**src/rtl/fpr_pkg.sv**
```systemverilog
package fpr_pkg;

   typedef enum logic [1:0] {
      OP_ADD = 2'd0,
      OP_SUB = 2'd1,
      OP_AND = 2'd2,
      OP_XOR = 2'd3
   } fpr_op_e;

endpackage

```
**src/rtl/fpr_regstat.sv**
```systemverilog
module fpr_regstat #(
   parameter int NREG = 4,
   parameter int NRS  = 6,
   parameter int DW   = 16,
   localparam int RW  = $clog2(NREG),
   localparam int TW  = $clog2(NRS)
) (
   input  logic                 clk,
   input  logic                 rst_n,
   input  logic                 iss_fire,
   input  logic [RW-1:0]        iss_dst,
   input  logic [TW-1:0]        iss_tag,
   input  logic [RW-1:0]        src_a,
   input  logic [RW-1:0]        src_b,
   input  logic                 cdb_valid,
   input  logic [TW-1:0]        cdb_tag,
   input  logic [DW-1:0]        cdb_val,
   output logic                 a_rdy,
   output logic [DW-1:0]        a_val,
   output logic [TW-1:0]        a_tag,
   output logic                 b_rdy,
   output logic [DW-1:0]        b_val,
   output logic [TW-1:0]        b_tag,
   output logic [NREG*DW-1:0]   reg_flat,
   output logic [NREG-1:0]      pend
);

   logic [DW-1:0] rf    [NREG];
   logic [TW-1:0] ptag  [NREG];
   logic [NREG-1:0] pv;

   for (genvar r = 0; r < NREG; r++) begin : g_reg
      logic hit;
      assign hit = cdb_valid && pv[r] && (ptag[r] == cdb_tag);

      always_ff @(posedge clk) begin
         if (!rst_n) begin
            rf[r]   <= DW'(r + 1);
            pv[r]   <= 1'b0;
            ptag[r] <= '0;
         end else begin
            if (hit) begin
               rf[r] <= cdb_val;
               pv[r] <= 1'b0;
            end
            if (iss_fire && iss_dst == RW'(r)) begin
               pv[r]   <= 1'b1;
               ptag[r] <= iss_tag;
            end
         end
      end

      assign reg_flat[r*DW +: DW] = rf[r];

      AST_LAST_WRITER_CLEARS: assert property (@(posedge clk) disable iff (!rst_n)
         (hit && !(iss_fire && iss_dst == RW'(r))) |=> (!pv[r] && rf[r] == $past(cdb_val)));
   end

   assign pend = pv;

   // resolve a source: pending producer, same-cycle broadcast, or register file
   function automatic logic [DW+TW:0] lookup(input logic [RW-1:0] s);
      logic [DW+TW:0] res;
      if (!pv[s])
         res = {1'b1, {TW{1'b0}}, rf[s]};
      else if (cdb_valid && ptag[s] == cdb_tag)
         res = {1'b1, ptag[s], cdb_val};
      else
         res = {1'b0, ptag[s], {DW{1'b0}}};
      return res;
   endfunction

   always_comb begin
      {a_rdy, a_tag, a_val} = lookup(src_a);
      {b_rdy, b_tag, b_val} = lookup(src_b);
   end

   AST_ISSUE_SETS_PEND: assert property (@(posedge clk) disable iff (!rst_n)
      iss_fire |=> (pv[$past(iss_dst)] && ptag[$past(iss_dst)] == $past(iss_tag)));

endmodule

```
**src/rtl/fpr_station.sv**
```systemverilog
module fpr_station
   import fpr_pkg::*;
#(
   parameter int ID  = 0,
   parameter int NRS = 6,
   parameter int DW  = 16,
   localparam int TW = $clog2(NRS)
) (
   input  logic           clk,
   input  logic           rst_n,
   input  logic           alloc,
   input  fpr_op_e        alloc_op,
   input  logic           a_rdy,
   input  logic [DW-1:0]  a_val,
   input  logic [TW-1:0]  a_tag,
   input  logic           b_rdy,
   input  logic [DW-1:0]  b_val,
   input  logic [TW-1:0]  b_tag,
   input  logic           cdb_valid,
   input  logic [TW-1:0]  cdb_tag,
   input  logic [DW-1:0]  cdb_val,
   input  logic           grant,
   output logic           busy,
   output logic           ready,
   output fpr_op_e        op,
   output logic [DW-1:0]  va,
   output logic [DW-1:0]  vb
);

   logic          sent;
   logic          ra, rb;
   logic [TW-1:0] qa, qb;
   logic          own_bcast;

   assign own_bcast = busy && cdb_valid && (cdb_tag == TW'(ID));

   always_ff @(posedge clk) begin
      if (!rst_n) begin
         busy <= 1'b0;
         sent <= 1'b0;
         ra   <= 1'b0;
         rb   <= 1'b0;
         op   <= OP_ADD;
         qa   <= '0;
         qb   <= '0;
         va   <= '0;
         vb   <= '0;
      end else if (alloc) begin
         busy <= 1'b1;
         sent <= 1'b0;
         op   <= alloc_op;
         ra   <= a_rdy;
         va   <= a_val;
         qa   <= a_tag;
         rb   <= b_rdy;
         vb   <= b_val;
         qb   <= b_tag;
      end else begin
         if (own_bcast) busy <= 1'b0;
         if (grant) sent <= 1'b1;
         if (busy && !ra && cdb_valid && qa == cdb_tag) begin
            ra <= 1'b1;
            va <= cdb_val;
         end
         if (busy && !rb && cdb_valid && qb == cdb_tag) begin
            rb <= 1'b1;
            vb <= cdb_val;
         end
      end
   end

   assign ready = busy && ra && rb && !sent;

   AST_NO_REALLOC: assert property (@(posedge clk) disable iff (!rst_n)
      alloc |-> !busy);
   AST_FREE_ON_BCAST: assert property (@(posedge clk) disable iff (!rst_n)
      own_bcast |=> !busy);
   AST_GRANT_READY: assert property (@(posedge clk) disable iff (!rst_n)
      grant |-> (busy && ra && rb));

endmodule

```
**src/rtl/fpr_fu.sv**
```systemverilog
module fpr_fu
   import fpr_pkg::*;
#(
   parameter int NRS = 6,
   parameter int DW  = 16,
   parameter int LAT = 3,
   localparam int TW = $clog2(NRS)
) (
   input  logic           clk,
   input  logic           rst_n,
   input  logic           disp_valid,
   input  logic [TW-1:0]  disp_tag,
   input  fpr_op_e        disp_op,
   input  logic [DW-1:0]  disp_a,
   input  logic [DW-1:0]  disp_b,
   output logic           res_valid,
   output logic [TW-1:0]  res_tag,
   output logic [DW-1:0]  res_val
);

   logic [DW-1:0] calc;
   logic          pv [LAT];
   logic [TW-1:0] pt [LAT];
   logic [DW-1:0] pd [LAT];

   always_comb begin
      unique case (disp_op)
         OP_ADD:  calc = disp_a + disp_b;
         OP_SUB:  calc = disp_a - disp_b;
         OP_AND:  calc = disp_a & disp_b;
         default: calc = disp_a ^ disp_b;
      endcase
   end

   always_ff @(posedge clk) begin
      if (!rst_n) begin
         for (int k = 0; k < LAT; k++) pv[k] <= 1'b0;
      end else begin
         pv[0] <= disp_valid;
         for (int k = 1; k < LAT; k++) pv[k] <= pv[k-1];
      end
   end

   always_ff @(posedge clk) begin
      pt[0] <= disp_tag;
      pd[0] <= calc;
      for (int k = 1; k < LAT; k++) begin
         pt[k] <= pt[k-1];
         pd[k] <= pd[k-1];
      end
   end

   assign res_valid = pv[LAT-1];
   assign res_tag   = pt[LAT-1];
   assign res_val   = pd[LAT-1];

endmodule

```
**src/rtl/fpr_rename_core.sv**
```systemverilog
module fpr_rename_core
   import fpr_pkg::*;
#(
   parameter int NREG = 4,
   parameter int NRS  = 6,
   parameter int DW   = 16,
   parameter int LAT  = 3
) (
   input  logic                      clk,
   input  logic                      rst_n,
   input  logic                      in_valid,
   output logic                      in_ready,
   input  logic [1:0]                in_op,
   input  logic [$clog2(NREG)-1:0]   in_dst,
   input  logic [$clog2(NREG)-1:0]   in_src_a,
   input  logic [$clog2(NREG)-1:0]   in_src_b,
   output logic [NREG*DW-1:0]        reg_value,
   output logic [NREG-1:0]           reg_pending,
   output logic                      cdb_valid,
   output logic [$clog2(NRS)-1:0]    cdb_tag,
   output logic [DW-1:0]             cdb_value
);

   localparam int RW = $clog2(NREG);
   localparam int TW = $clog2(NRS);

   if (NREG < 2) begin : g_bad_nreg
      $error("NREG must be at least 2");
   end
   if (NRS <= NREG) begin : g_bad_nrs
      $error("NRS must exceed NREG so stations outnumber registers");
   end
   if (LAT < 1) begin : g_bad_lat
      $error("LAT must be at least 1");
   end
   if (DW < 1) begin : g_bad_dw
      $error("DW must be positive");
   end

   logic [NRS-1:0] st_busy, st_ready, alloc_vec, grant;
   fpr_op_e        st_op [NRS];
   logic [DW-1:0]  st_va [NRS];
   logic [DW-1:0]  st_vb [NRS];
   logic [TW-1:0]  alloc_tag;
   logic           any_free, fire;

   logic           a_rdy, b_rdy;
   logic [DW-1:0]  a_val, b_val;
   logic [TW-1:0]  a_tag, b_tag;

   logic           disp_valid;
   logic [TW-1:0]  disp_tag;
   fpr_op_e        disp_op;
   logic [DW-1:0]  disp_a, disp_b;

   // lowest-numbered free station
   always_comb begin
      any_free  = 1'b0;
      alloc_tag = '0;
      for (int s = NRS - 1; s >= 0; s--) begin
         if (!st_busy[s]) begin
            any_free  = 1'b1;
            alloc_tag = TW'(s);
         end
      end
   end

   assign in_ready = any_free;
   assign fire     = in_valid && any_free;

   // lowest-numbered ready station wins dispatch
   always_comb begin
      grant = '0;
      for (int s = NRS - 1; s >= 0; s--) begin
         if (st_ready[s]) begin
            grant    = '0;
            grant[s] = 1'b1;
         end
      end
   end

   always_comb begin
      disp_valid = |grant;
      disp_tag   = '0;
      disp_op    = OP_ADD;
      disp_a     = '0;
      disp_b     = '0;
      for (int s = 0; s < NRS; s++) begin
         if (grant[s]) begin
            disp_tag = TW'(s);
            disp_op  = st_op[s];
            disp_a   = st_va[s];
            disp_b   = st_vb[s];
         end
      end
   end

   fpr_regstat #(.NREG(NREG), .NRS(NRS), .DW(DW)) i_regstat (
      .clk       (clk),
      .rst_n     (rst_n),
      .iss_fire  (fire),
      .iss_dst   (in_dst),
      .iss_tag   (alloc_tag),
      .src_a     (in_src_a),
      .src_b     (in_src_b),
      .cdb_valid (cdb_valid),
      .cdb_tag   (cdb_tag),
      .cdb_val   (cdb_value),
      .a_rdy     (a_rdy),
      .a_val     (a_val),
      .a_tag     (a_tag),
      .b_rdy     (b_rdy),
      .b_val     (b_val),
      .b_tag     (b_tag),
      .reg_flat  (reg_value),
      .pend      (reg_pending)
   );

   for (genvar s = 0; s < NRS; s++) begin : g_rs
      assign alloc_vec[s] = fire && (alloc_tag == TW'(s));

      fpr_station #(.ID(s), .NRS(NRS), .DW(DW)) i_station (
         .clk       (clk),
         .rst_n     (rst_n),
         .alloc     (alloc_vec[s]),
         .alloc_op  (fpr_op_e'(in_op)),
         .a_rdy     (a_rdy),
         .a_val     (a_val),
         .a_tag     (a_tag),
         .b_rdy     (b_rdy),
         .b_val     (b_val),
         .b_tag     (b_tag),
         .cdb_valid (cdb_valid),
         .cdb_tag   (cdb_tag),
         .cdb_val   (cdb_value),
         .grant     (grant[s]),
         .busy      (st_busy[s]),
         .ready     (st_ready[s]),
         .op        (st_op[s]),
         .va        (st_va[s]),
         .vb        (st_vb[s])
      );
   end

   fpr_fu #(.NRS(NRS), .DW(DW), .LAT(LAT)) i_fu (
      .clk        (clk),
      .rst_n      (rst_n),
      .disp_valid (disp_valid),
      .disp_tag   (disp_tag),
      .disp_op    (disp_op),
      .disp_a     (disp_a),
      .disp_b     (disp_b),
      .res_valid  (cdb_valid),
      .res_tag    (cdb_tag),
      .res_val    (cdb_value)
   );

   AST_CDB_FROM_BUSY: assert property (@(posedge clk) disable iff (!rst_n)
      cdb_valid |-> st_busy[cdb_tag]);
   AST_ONE_ALLOC: assert property (@(posedge clk) disable iff (!rst_n)
      $onehot0(alloc_vec) && (fire -> $countones(alloc_vec) == 1));

endmodule

```
**config.mk**
```make
export PLATFORM = sky130hd
export DESIGN_NAME = fpr_rename_core
export DESIGN_NICKNAME = d
export VERILOG_FILES = /design/src/rtl/fpr_pkg.sv /design/src/rtl/fpr_regstat.sv /design/src/rtl/fpr_station.sv /design/src/rtl/fpr_fu.sv /design/src/rtl/fpr_rename_core.sv
export SDC_FILE = /design/constraint.sdc
export NUM_CORES = 1
export LEC_CHECK = 0
export BUFFER_PORTS_ARGS = -buffer_cell sky130_fd_sc_hd__buf_2
export CORE_MARGIN = 5
export CORE_UTILIZATION = 34
export CTS_CLUSTER_DIAMETER = 120
export CTS_CLUSTER_SIZE = 10
export DETAILED_ROUTE_END_ITERATION = 16
export MAX_ROUTING_LAYER = met4
export PLACE_DENSITY = 0.57
export REMOVE_ABC_BUFFERS = 1
export SETUP_SLACK_MARGIN = 0.2
export SLEW_MARGIN = 20
export SYNTH_ARGS = -nofsm -noshare
export SYNTH_HDL_FRONTEND = slang
export SYNTH_SLANG_ARGS = --single-unit
```
**constraint.sdc**
```tcl
create_clock -name clk -period 6.2 [get_ports clk]
set_input_delay 0.31 -clock clk [delete_from_list [all_inputs] [get_ports clk]]
set_output_delay 0.31 -clock clk [all_outputs]
set_load 0.01 [all_outputs]
```
==> results.md, run 1 <==
Routing:
- The iteration count of the initial detailed-routing pass is 5.
- Using the TritonRoute via totals, the vias-per-cell ratio works out to ~5.8.
- The DRC violation count after routing is 0.
- After detailed routing, the average wire length per cell comes to 23.6 um.
- The number of nets with antenna violations after detailed routing is 0.
- The routed layout has around 17000 vias.
- The total routed wirelength is just under 70000 um.
- The detailed router finished its first iteration with roughly 1500 violations.

Clock tree:
- The number of setup buffers added after CTS is 0.
- The number of clock buffers added by TritonCTS is 46.
- The quantity of hold-fixing buffers added after cts is 0.
- The H-tree was split into 2 levels.
- TritonCTS built the clock tree.
- The number of gates resized after cts is 0.
- The largest buffer count on any clock path is 3.
- The worst-skew pair later-pin latency is 0.58 ns.
- Counting every sink on the clock net gives between 400 and 500.
- The clock slew seen by the registers of the worst setup and hold paths is ~0.06 ns.
- In this run the clock root is driven by a clkbuf_16.

Synthesis:
- The post-synth design cell area is 20600 sq um.
- The flip-flop cell with the highest count after synthesis is dfxtp_1.
- The number of warnings issued by yosys is 0.
- The count of different cell masters after synthesis is 66.
- In this run the mean area of a mapped cell was 9.44 sq um.
- In the synthesized netlist, the number of instances is roughly 2200.
- Counting flops with an async set or reset pin after synthesis yields a share of 0%.
- In this run, synthesis inferred between 70 and 80 flip-flops with an integrated enable.
- After synthesis the netlist holds a flip-flop and latch count of ~400.
- The fraction of the yosys area taken by sequential cells is a little over two fifths.

Worst setup path:
- The cell family with the largest share of critical-path delay is compound AO/OA/AOI/OAI gates.
- STA classifies the critical path endpoint as a flip-flop.
- The required time reported for the critical path endpoint is about 6.7 ns.
- The launching point of the worst reg2reg path is g_rs[4].i_station.busy$_SDFFE_PN0P_.
- The worst-case register-to-register setup slack is 0.70 ns.
- The most numerous cell type found on the critical path is o21ai_0.
- The number of buffer and inverter instances along the worst setup path is 3.
- The largest incremental delay on the critical path is about 0.72 ns.
- The data arrival at the endpoint of the critical path is roughly 6 ns.
- The worst register-to-register path ends at i_fu.pd[0][14]$_DFF_P_.
- Of all nets on the critical path, the largest fanout is 21.
- The critical path goes through and4b_1 -> nor2b_2 -> buf_4 -> and2_1 -> buf_4 -> a221oi_2 -> inv_1 -> or4_4 -> o21ai_0 -> xnor2_1 -> ha_1 -> o21ai_0 -> a211oi_1 -> o21ai_0 -> a2111oi_0 -> o21ai_0 -> a31o_2.
- The slowest stage of the critical path belongs to the cell and4b_1.
- STA classifies the critical path startpoint as a flip-flop.
- The type of the setup path with the least slack is reg2reg.
- Counting cells, the worst reg-to-reg path comes to 17.

Final layout:
- The area of combinational cells with multiple inputs is about 11000 sq um.
- The final-layout fill cell count is slightly below 6000.
- Excluding fillers, the count of instances in the completed layout stands at between 2000 and 3000.
- In the final layout, flip-flops and latches occupy 8850 sq um.
- The library cells used most frequently in the layout, excluding fill and tap cells, are 352 x a211oi_1, 327 x dfxtp_1, 197 x nand2_1, 161 x nor2b_1, 150 x a21oi_1.
- The library cell used most frequently in the layout, excluding fill and tap cells, is a211oi_1.
- The share of layout cells above drive strength 1 is between 10% and 20%.
- From synthesis to final layout, the design area changed by 11.7%.
- After the last flow step, the layout net total stands at approximately 2200.
- The final standard cell utilization of the core is 38.2%.

Timing:
- On the final layout, the worst hold slack is a little over 0.06 ns.
- The worst max-slew margin expressed relative to the limit is approximately 25%.
- For this run, the top clock speed supported by timing is 0.182 GHz.
- The final setup skew is 0.0146 ns.
- The actual transition at the worst max-transition pin is 1.12 ns.
- The setup TNS is 0 ns.
- The post-layout minimum cycle time is ~5.5 ns.
- Setup repair after global routing left no endpoint under its margin.
- The count of endpoints failing setup in the final report is 0.
- The final cycle utilization of the critical path is about nine tenths.
- The max-slew violation total from the final report is 0.
- The total count of hold-check failures in the final report came to 0.

Die:
- The initialized floorplan defines 90 standard-cell rows.
- The initial utilization of the core area, before any placement, comes to about a third.
- The number of primary I/O pins is 100.
- The die span in x is about 260 um.
- The standard cell core area is about 60000 sq um.
- Measured along the y axis, the die boundary spans about 260 um.
- The die covers between 60000 and 70000 sq um.

Power:
- IR analysis of the VDD net gives a maximum drop of about 0.18 mV.
- The power density over the cells is about 280 nW/um^2.
- The static leakage power is ~8.6 nW.

Global routing:
- Entering global routing, the biggest net connects around 170 pins.
- The number of global-route vias before repair was between 15000 and 20000.
- After global routing the overflow that remains totals 0.
- The first global-routing pass estimated approximately 110000 um of wire.
- The fraction of met2 tracks used by global routing is 33.9%.
- Global routing consumed, on the met1 layer, between 20% and 30% of the routing resources.
- The overall routing resource usage is 20.9%.
- Global routing used about 2.9% of the available met3 tracks.
- The number of antenna violations at the first check in global routing is 1.
- The layer flagged by global routing as most heavily used is met2.

Place:
- The wire-length estimate of the detail-placed layout is ~47000 um.
- Buffers placed on the I/O ports in this run total 99.
- Counting tap cells, the placed design contains a total of roughly 2900 instances.
- The placer's final routability congestion estimate is about 0.9.

Worst hold path:
- The source of the worst hold timing path is in_op[1].
- The tightest min-delay check is of the in2reg type.
- The worst hold path passes through 3 cells.
- The sink of the worst hold path is g_rs[4].i_station.op[1]$_SDFFE_PN0P_.

Status:
- The run finished with clean final reports.

Run:
- The count of maximum capacitance violations is 0.
registers in the layout, indices dropped and copies added, names as in the netlist, 12 cells and up:
signal and count:
g_rs.i_station.qa 18, g_rs.i_station.op 12, i_regstat.rf 64, i_fu.pd 48
g_rs.i_station.qb 18, g_rs.i_station.va 96, g_rs.i_station.vb 96, i_regstat.ptag 12
metal layers:
metal / up-vias / part of all wire (%)
li1: 7921 / -
met2: 526 / 48
met3: 128 / 5.1
met5: - / 0
met1: 8551 / 44
met4: 0 / 3.0
power breakdown:
group          switching [W]  internal [W]  leakage, nW
Combinational       0.000722      0.000317         4.54
Sequential         0.0000950       0.00285         3.44
Clock                0.00106       0.00141        0.621
through the flow:
| stage | total power (W) | instance area [sq um] | worst slack, ns |
|---|---|---|---|
| 4_1_cts | 0.00651 | 23000 | 0.670 |
| 3_5_place_dp | 0.00404 | 21700 | 0.682 |
| 2_1_floorplan | 0.00352 | 19600 | -0.611 |
| 6_report | 0.00646 | 23000 | 0.704 |
| 5_1_grt | 0.00669 | 23000 | 0.249 |
| 3_3_place_gp | 0.00403 | 21700 | 0.797 |
how the worst max path moves through the flow:
stage          cells past startpoint                                 from                      to
2_1_floorplan                     17  g_rs[0].i_station.busy$_SDFFE_PN0P_  i_fu.pd[0][14]$_DFF_P_
3_3_place_gp                      18  g_rs[4].i_station.busy$_SDFFE_PN0P_  i_fu.pd[0][14]$_DFF_P_
3_5_place_dp                      18  g_rs[4].i_station.busy$_SDFFE_PN0P_  i_fu.pd[0][14]$_DFF_P_
4_1_cts                           18  g_rs[4].i_station.busy$_SDFFE_PN0P_  i_fu.pd[0][14]$_DFF_P_
5_1_grt                           17  g_rs[4].i_station.busy$_SDFFE_PN0P_  i_fu.pd[0][14]$_DFF_P_
6_report                          17  g_rs[4].i_station.busy$_SDFFE_PN0P_  i_fu.pd[0][14]$_DFF_P_
worst register-to-register path, cell delays in order (launching register included):
cell	delay (ns)
dfxtp_1	0.43
and4b_1	0.72
nor2b_2	0.08
buf_4	0.20
and2_1	0.25
buf_4	0.26
a221oi_2	0.48
inv_1	0.12
or4_4	0.48
o21ai_0	0.24
xnor2_1	0.12
ha_1	0.39
o21ai_0	0.13
a211oi_1	0.35
o21ai_0	0.23
a2111oi_0	0.52
o21ai_0	0.15
a31o_2	0.24
area by class of cell:
class / count / area share, %
Multi-Input combinational cell: 1508 / 47.1
Sequential cell: 404 / 38.4
Clock buffer: 60 / 5.50
Tap cell: 782 / 4.25
Timing Repair Buffer: 160 / 4.17
Inverter: 27 / 0.473
Clock inverter: 1 / 0.0380
Antenna cell: 1 / 0.0109
cells by family after synthesis:
| logic type | share of synthesized area [%] |
|---|---|
| AOI/OAI and AO/OA | 21.9 |
| and+or+nand+nor | 15.9 |
| DFF | 42.9 |
| buffers and inverters | 5.45 |
| muxes | 8.51 |
| xor gates and xnor gates | 3.27 |
| adders and majority gates | 2.04 |
Yosys cell counts, types with 6 or more instances:
cell / count / area (sq um)
a211oi_1: 353 / 2650
dfxtp_1: 328 / 6570
nand2_1: 198 / 743
clkbuf_1: 186 / 698
nor2b_1: 161 / 1010
a21oi_1: 151 / 756
edfxtp_1: 76 / 2280
nor2_1: 69 / 259
and2_1: 49 / 307
o21ai_0: 48 / 240
mux2i_1: 46 / 460
mux4_2: 40 / 901
xnor2_1: 40 / 350
xor2_1: 37 / 324
mux2_2: 35 / 394
nand3_1: 33 / 165
ha_1: 32 / 400
buf_1: 30 / 113
and3_1: 27 / 169
inv_1: 26 / 97.6
buf_4: 20 / 150
nor4_1: 15 / 93.8
a222oi_1: 14 / 140
a22oi_1: 14 / 105
nand2b_1: 14 / 87.6
a221o_1: 13 / 130
nor3_1: 11 / 55.1
o22a_1: 9 / 78.8
buf_2: 8 / 40.0
or3_1: 8 / 50.1
a221oi_1: 7 / 61.3
a32o_1: 6 / 60.1
and2_0: 6 / 37.5
and4b_1: 6 / 60.1
nand3b_1: 6 / 45.0
o31ai_1: 6 / 45.0
No activity file was read; power rests on OpenSTA's default activity.
==> run 2, diff against run 1 <==
Settings changed: SKIP_CTS_REPAIR_TIMING from default to 1.
Clock period 6.2 ns to 5.3 ns, I/O delays scaled along.
==> run 2 against run 1 <==
Combinational power up 18%. Worst hold slack better by 0.039 ns. Clock skew up 0.0054 ns. Via count up 0.44%. Register-to-register slack worse by 0.34 ns. Sequential share of layout area down 0.17 points. Die area unchanged. Clock power up 14%.
==> results.md, run 2 (synthesized netlist as in run 1, its figures left out) <==
Status:
- The flow ran to the end, and the final reports show no timing, DRC or antenna violations.

Worst setup path:
- STA classifies the critical path startpoint as a flip-flop.
- The start point of the critical path is g_rs[0].i_station.ra$_SDFFE_PN0P_.
- The data arrival at the endpoint of the critical path is 5.42 ns (-0.54 ns).
- The worst-case register-to-register setup slack is 0.36 ns (-0.34 ns).
- The startpoint identified for the worst register-to-register timing path is g_rs[0].i_station.ra$_SDFFE_PN0P_.
- The highest net fanout along the worst path came to 25 (+19%).
- The end point of the critical path is i_fu.pd[0][15]$_DFF_P_.
- The type of the setup path with the least slack is reg2reg.
- In this run the critical register-to-register path is captured at i_fu.pd[0][15]$_DFF_P_.
- The kind of end point of the critical path is a flip-flop.
- The logic depth of the worst register-to-register path was 17 (unchanged).
- The required time reported for the critical path endpoint is 5.78 ns (-0.89 ns).

Final layout:
- The share of layout cells above drive strength 1 is 15.8% (+0.62 points).
- The final-layout fill cell count is 5908 (-0.61%).
- The library cell used most frequently in the layout, excluding fill and tap cells, is a211oi_1.
- The final net count was 2208 (+0.78%).
- The top cell types in the final layout, fill and taps aside, are 352 x a211oi_1, 328 x dfxtp_1, 197 x nand2_1, 161 x nor2b_1, 150 x a21oi_1.
- The relative area change from synthesis to final layout is 12.2%.
- In the final layout, the registers with the most flip-flops are g_rs.i_station.va: 96 flops, g_rs.i_station.vb: 96 flops, i_regstat.rf: 64 flops.
- The final cell area excluding filler cells came to 23100 sq um (+0.43%).

Timing:
- The max-slew violation total from the final report is 0 (unchanged).
- The total count of hold-check failures in the final report is 0 (unchanged).
- The setup TNS came to 0 ns (unchanged).
- The actual transition at the worst max-transition pin came to 1.14 ns (+0.0167 ns).
- The post-layout minimum cycle time is 4.94 ns (-0.561 ns).
- The fmax came to 0.203 GHz (+11%).
- Setup repair after global routing left no endpoint under its margin.
- The worst max-slew margin expressed relative to the limit came to 24.1% (-1.1 points).
- The count of endpoints failing setup in the final report is 0 (unchanged).
- The final cycle utilization of the critical path came to 93.1% (+4.5 points).
- The final setup skew is 0.0200 ns (+0.00541 ns).

Clock tree:
- The largest buffer count on any clock path is 3 (unchanged).
- The clock slew seen by the registers of the worst setup and hold paths came to 0.05 ns (about the same).
- The worst-skew pair later-pin latency is 0.58 ns (about the same).
- The CTS tree is built.
- The number of CTS-inserted buffers is 46 (unchanged).
- The total number of clock tree sinks is 404 (unchanged).
- The number of H-tree levels was 2 (unchanged).
- CTS placed an instance of clkbuf_16 at the clock tree root.

Routing:
- The DRC violation count after routing is 0 (unchanged).
- The via density per instance came to 5.81 (-0.14%).
- The iteration count of the initial detailed-routing pass came to 5 (unchanged).
- The count of vias placed by the detailed router came to 17200 (+0.44%).
- The wire length per cell is 23.4 um (-0.76%).
- The number of nets with antenna violations after detailed routing was 0 (unchanged).
- The total routed wirelength was 69300 um (-0.18%).
- The initial DRC count is 1492 (-2.7%).

Die:
- The standard cell core area is 60200 sq um (unchanged).
- The total number of placement rows is 90 (unchanged).
- The full die area is 65700 sq um (unchanged).
- The number of primary I/O pins was 100 (unchanged).
- The die span in x is 256 um (unchanged).
- The die outline height is 256 um (unchanged).
- The starting utilization of the core area came to 34.2% (unchanged).

Place:
- The cell area reported after detailed placement is 21800 sq um (+0.48%).
- The half-perimeter wire length of the detailed placement result was 47500 um (+1.8%).
- The placer's final routability congestion estimate was 0.889 (+0.82%).
- The count of input and output buffers came to 99 (unchanged).

Global routing:
- The largest net degree at the start of global routing is 95 (-44%).
- The number of antenna violations at the first check in global routing is 1 (unchanged).
- The number of global-route vias before repair is 17000 (+1.0%).
- The global-route wire length before repair is 106000 um (-0.23%).
- The overall routing resource usage is 21.0% (+0.060 points).
- The sum of overflow across all layers after global routing was 0 (unchanged).

Power:
- The worst ir drop on vdd came to 0.194 mV (+6.6%).
- The power density over the cells is 324 nW/um^2 (+15%).
- The overall power consumption is 0.00749 W (+16%).
- The static leakage power came to 8.67 nW (+0.76%).

Run:
- The count of maximum capacitance violations came to 0 (unchanged).

Worst hold path:
- The worst hold path class is in2reg.
- The number of stages on the worst hold path is 3 (unchanged).
[run 2: per-layer routing]
metal,GRT usage (%),routed length (um),vias up
met3,3.78,4310,139
li1,-,-,7946
met2,33.1,32400,612
met5,-,0,-
met1,27.1,30000,8504
met4,8.01,2630,0
[run 2: worst min path at each step]
stage,start,endpoint
after floorplan,i_fu.pd[0][0]$_DFF_P_,i_fu.pd[0][16]$_DFF_P_
after global placement,i_fu.pd[0][16]$_DFF_P_,i_fu.pd[0][32]$_DFF_P_
after detailed placement,i_fu.pd[0][20]$_DFF_P_,i_fu.pd[0][36]$_DFF_P_
after CTS,in_op[1],g_rs[5].i_station.op[1]$_SDFFE_PN0P_
after global routing,in_valid,g_rs[0].i_station.busy$_SDFFE_PN0P_
final,in_valid,g_rs[0].i_station.busy$_SDFFE_PN0P_
[run 2: final cells by class]
class	instances	area, sq um	area share [%]
Antenna cell	1	2.50	0.0108
Clock buffer	59	1220	5.28
Clock inverter	2	17.5	0.0757
Inverter	27	109	0.471
Multi-Input combinational cell	1508	10900	47.0
Sequential cell	404	8850	38.3
Tap cell	782	978	4.23
Timing Repair Buffer	177	1090	4.73
[run 2: critical path, stage by stage, from the launching register on]
cell	delay (ns)
dfxtp_1	0.39
and4b_2	0.42
nor4_4	0.08
buf_4	0.24
a32o_1	0.29
nor3b_2	0.35
buf_6	0.29
nand2b_1	0.30
o21ai_0	0.18
xor2_1	0.17
ha_1	0.27
or3_1	0.43
o211ai_1	0.24
a31oi_1	0.20
a41o_1	0.28
a21o_1	0.18
or3_1	0.31
a31oi_1	0.20
[run 2: where the power goes]
group          internal [W]  leakage [nW]  switching, W
clock network       0.00159         0.602       0.00123
logic              0.000378          4.63      0.000848
registers           0.00334          3.44      0.000105
[run 2: through the flow]
stage                     std cells  worst slack (ns)  hold WS (ns)  util (%)
after floorplan                1939             -1.51         0.310         -
after global placement         2894             0.298         0.310      36.2
after detailed placement       2894             0.226         0.312      36.2
after CTS                      2955             0.165       -0.0377      38.3
after global routing           2960             0.219         0.104      38.4
final                          2960             0.365        0.0998      38.4
==> run 3, diff against run 2 <==
Settings changed: PLACE_DENSITY 0.57 to 0.49.
==> run 3 against run 2 <==
Non-clock buffer count increased by 4. Final area increased by 0.17%. Sequential share of layout area is 0.064 points lower. Power grew 0.18%. Die area stayed put. Fmax rose by 1.2%. Clock-buffer cell count is 2 lower. Final cell count increased by 0.14%. Combinational power about the same. Setup slack improved by 0.061 ns. Largest power group unchanged.
==> results.md, run 3 (synthesized netlist as in run 1, its figures left out) <==
Worst setup path:
- The data arrival at the endpoint of the critical path is 5.33 ns (-0.09 ns).
- STA classifies the critical path endpoint as a flip-flop.
- The number of buffer and inverter instances along the worst setup path came to 1 (-1).
- The required time reported for the critical path endpoint is 5.76 ns (-0.02 ns).
- The start point of the critical path is g_rs[3].i_station.busy$_SDFFE_PN0P_.
- The type of the setup path with the least slack is reg2reg.
- The critical path startpoint category is a flip-flop.
- The largest incremental delay on the critical path is 0.52 ns (+0.09 ns).
- In this run the critical register-to-register path is launched from g_rs[3].i_station.busy$_SDFFE_PN0P_.
- The cell that appears most often on the critical path is o21ai_0.
- The kind of cell with the highest combined delay along the critical path is compound AO/OA/AOI/OAI gates.
- The highest net fanout along the worst path is 10 (-60%).
- For this design, the slowest cell found on the critical path is a2111oi_0.
- Walking the worst path, the cells encountered are and4b_1 -> nor4_4 -> and2_2 -> a221oi_1 -> buf_4 -> ha_1 -> nor2_1 -> a21oi_1 -> fa_1 -> nor2b_1 -> o21ai_0 -> a21oi_1 -> o21ai_0 -> a211oi_1 -> o21ai_0 -> a2111oi_0 -> o21ai_0 -> a31o_2.

Power:
- The part of the total power dissipated in sequential elements is 46.0% (about the same).
- The switching power summed over all nets is 0.00223 W (+1.9%).
- The static leakage power came to 8.68 nW (+0.18%).
- The worst ir drop on vdd is 0.239 mV (+23%).
- The portion of total power attributed to the clock network was 37.9% (+0.2 points).
- The share of power burned in combinational logic came to 16.1% (-0.3 points).
- The switching part of the total power is 29.7% (+0.50 points).
- The internal power is 0.00528 W (-0.53%).
- The power density over the cells was 324 nW/um^2 (about the same).

Timing:
- The final setup skew is 0.0251 ns (+0.00509 ns).
- The actual transition at the worst max-transition pin is 1.08 ns (-0.0637 ns).
- The fmax is 0.205 GHz (+1.2%).
- Setup repair after global routing could not meet its margin everywhere.
- The setup TNS was 0 ns (unchanged).
- The final cycle utilization of the critical path is 92.0% (-1.1 points).
- The post-layout minimum cycle time is 4.87 ns (-0.0608 ns).
- The total count of hold-check failures in the final report was 0 (unchanged).
- The max-slew violation total from the final report came to 0 (unchanged).
- The worst max-slew margin expressed relative to the limit is 28.3% (+4.2 points).
- The count of endpoints failing setup in the final report is 0 (unchanged).

Final layout:
- The final cell count without fillers came to 2964 (+0.14%).
- The final net count is 2212 (+0.18%).
- The share of layout cells above drive strength 1 is 16.3% (+0.48 points).
- In the final layout, the registers with the most flip-flops are g_rs.i_station.va: 96 flops, g_rs.i_station.vb: 96 flops, i_regstat.rf: 64 flops.
- The final-layout fill cell count came to 5933 (+0.42%).
- The final standard cell utilization of the core came to 38.5% (+0.064 points).
- The final cell area excluding filler cells is 23200 sq um (+0.17%).
- Leaving out fill and tap cells, the most frequent cells in the layout are 352 x a211oi_1, 328 x dfxtp_1, 195 x nand2_1, 161 x nor2b_1, 150 x a21oi_1.
- The library cell used most frequently in the layout, excluding fill and tap cells, is a211oi_1.
- The relative area change from synthesis to final layout is 12.4%.

Die:
- The full die area was 65700 sq um (unchanged).
- The standard cell core area came to 60200 sq um (unchanged).
- The die span in x was 256 um (unchanged).
- The starting utilization of the core area came to 34.2% (unchanged).
- The die outline height is 256 um (unchanged).
- The number of primary I/O pins came to 100 (unchanged).
- The total number of placement rows came to 90 (unchanged).

Clock tree:
- The CTS root buffer is clkbuf_16.
- The number of CTS-inserted buffers came to 46 (unchanged).
- The total number of clock tree sinks is 404 (unchanged).
- TritonCTS built the clock tree.
- The worst-skew pair later-pin latency is 0.58 ns (about the same).
- The clock slew seen by the registers of the worst setup and hold paths is 0.06 ns (about the same).
- The number of H-tree levels is 2 (unchanged).
- The largest buffer count on any clock path is 3 (unchanged).

Global routing:
- The global-route wire length before repair is 109000 um (+3.0%).
- The number of global-route vias before repair is 16900 (-0.79%).
- The largest net degree at the start of global routing is 168 (+77%).
- The sum of overflow across all layers after global routing came to 0 (unchanged).
- The overall routing resource usage came to 21.8% (+0.86 points).
- The number of antenna violations at the first check in global routing is 0 (-1).

Run:
- The count of maximum capacitance violations is 0 (unchanged).

Place:
- The placer's final routability congestion estimate is 0.849 (-4.6%).
- The half-perimeter wire length of the detailed placement result is 49200 um (+3.5%).
- The count of input and output buffers is 99 (unchanged).
- The number of cells after detailed placement came to 2899 (+0.17%).
- The cell area reported after detailed placement came to 21900 sq um (+0.19%).

Worst hold path:
- The tightest min-delay check is of the in2reg type.
- The source of the worst hold timing path is in_op[1].

Routing:
- The wire length per cell came to 24.5 um (+4.5%).
- The initial DRC count is 1246 (-16%).
- The total routed wirelength is 72600 um (+4.7%).
- The DRC violation count after routing is 0 (unchanged).
- The iteration count of the initial detailed-routing pass was 6 (+1).
- The via density per instance came to 5.73 (-1.4%).
- The count of vias placed by the detailed router is 17000 (-1.3%).
- The number of nets with antenna violations after detailed routing is 0 (unchanged).

Status:
- The run finished with clean final reports.
[run 3: final timing paths]
kind	to	slack, ns	depth (start not counted)
min reg2reg	i_fu.pd[0][19]$_DFF_P_	0.32	0
max reg2reg	i_fu.pd[0][14]$_DFF_P_	0.43	18
min	g_rs[0].i_station.op[1]$_SDFFE_PN0P_	0.03	3
max	i_fu.pd[0][14]$_DFF_P_	0.43	18
[run 3: worst register-to-register path: stages, from the launching register on]
cell       delay, ns
dfxtp_1         0.39
and4b_1         0.29
nor4_4          0.42
and2_2          0.39
a221oi_1        0.14
buf_4           0.17
ha_1            0.27
nor2_1          0.11
a21oi_1         0.09
fa_1            0.46
nor2b_1         0.12
o21ai_0         0.11
a21oi_1         0.20
o21ai_0         0.17
a211oi_1        0.32
o21ai_0         0.22
a2111oi_0       0.52
o21ai_0         0.14
a31o_2          0.25
[run 3: area by class of cell]
| class | instances | area (sq um) | area share, % |
|---|---|---|---|
| diodes | 1 | 2.50 | 0.0108 |
| clock buffers | 57 | 1190 | 5.15 |
| clock inverters | 4 | 42.5 | 0.184 |
| inverters | 27 | 109 | 0.470 |
| multi-input cells | 1508 | 10900 | 46.9 |
| flip-flops and latches | 404 | 8850 | 38.2 |
| well taps | 782 | 978 | 4.22 |
| repair buffers | 181 | 1120 | 4.84 |
[run 3: power by group through the flow]
stage          combinational [W]  sequential [W]  clock [W]
2_1_floorplan           0.000500         0.00362          0
3_3_place_gp             0.00119         0.00352          0
3_5_place_dp             0.00120         0.00352          0
4_1_cts                  0.00121         0.00346    0.00291
5_1_grt                  0.00128         0.00347    0.00303
6_report                 0.00120         0.00345    0.00285
[run 3: routing by layer]
layer / share of wire [%] / GRT usage, %
met1: 45 / 28.8
met5: 0 / -
met2: 48 / 35.8
met3: 4.5 / 2.52
met4: 2.6 / 6.09
[run 3: metrics by stage]
step	total power [W]	hold WS [ns]	setup WS [ns]
after floorplan	0.00412	0.310	-1.51
after global placement	0.00471	0.311	0.250
after detailed placement	0.00472	0.312	0.148
after CTS	0.00757	0.00202	0.128
after global routing	0.00778	0.0165	0.138
final	0.00750	0.0285	0.426
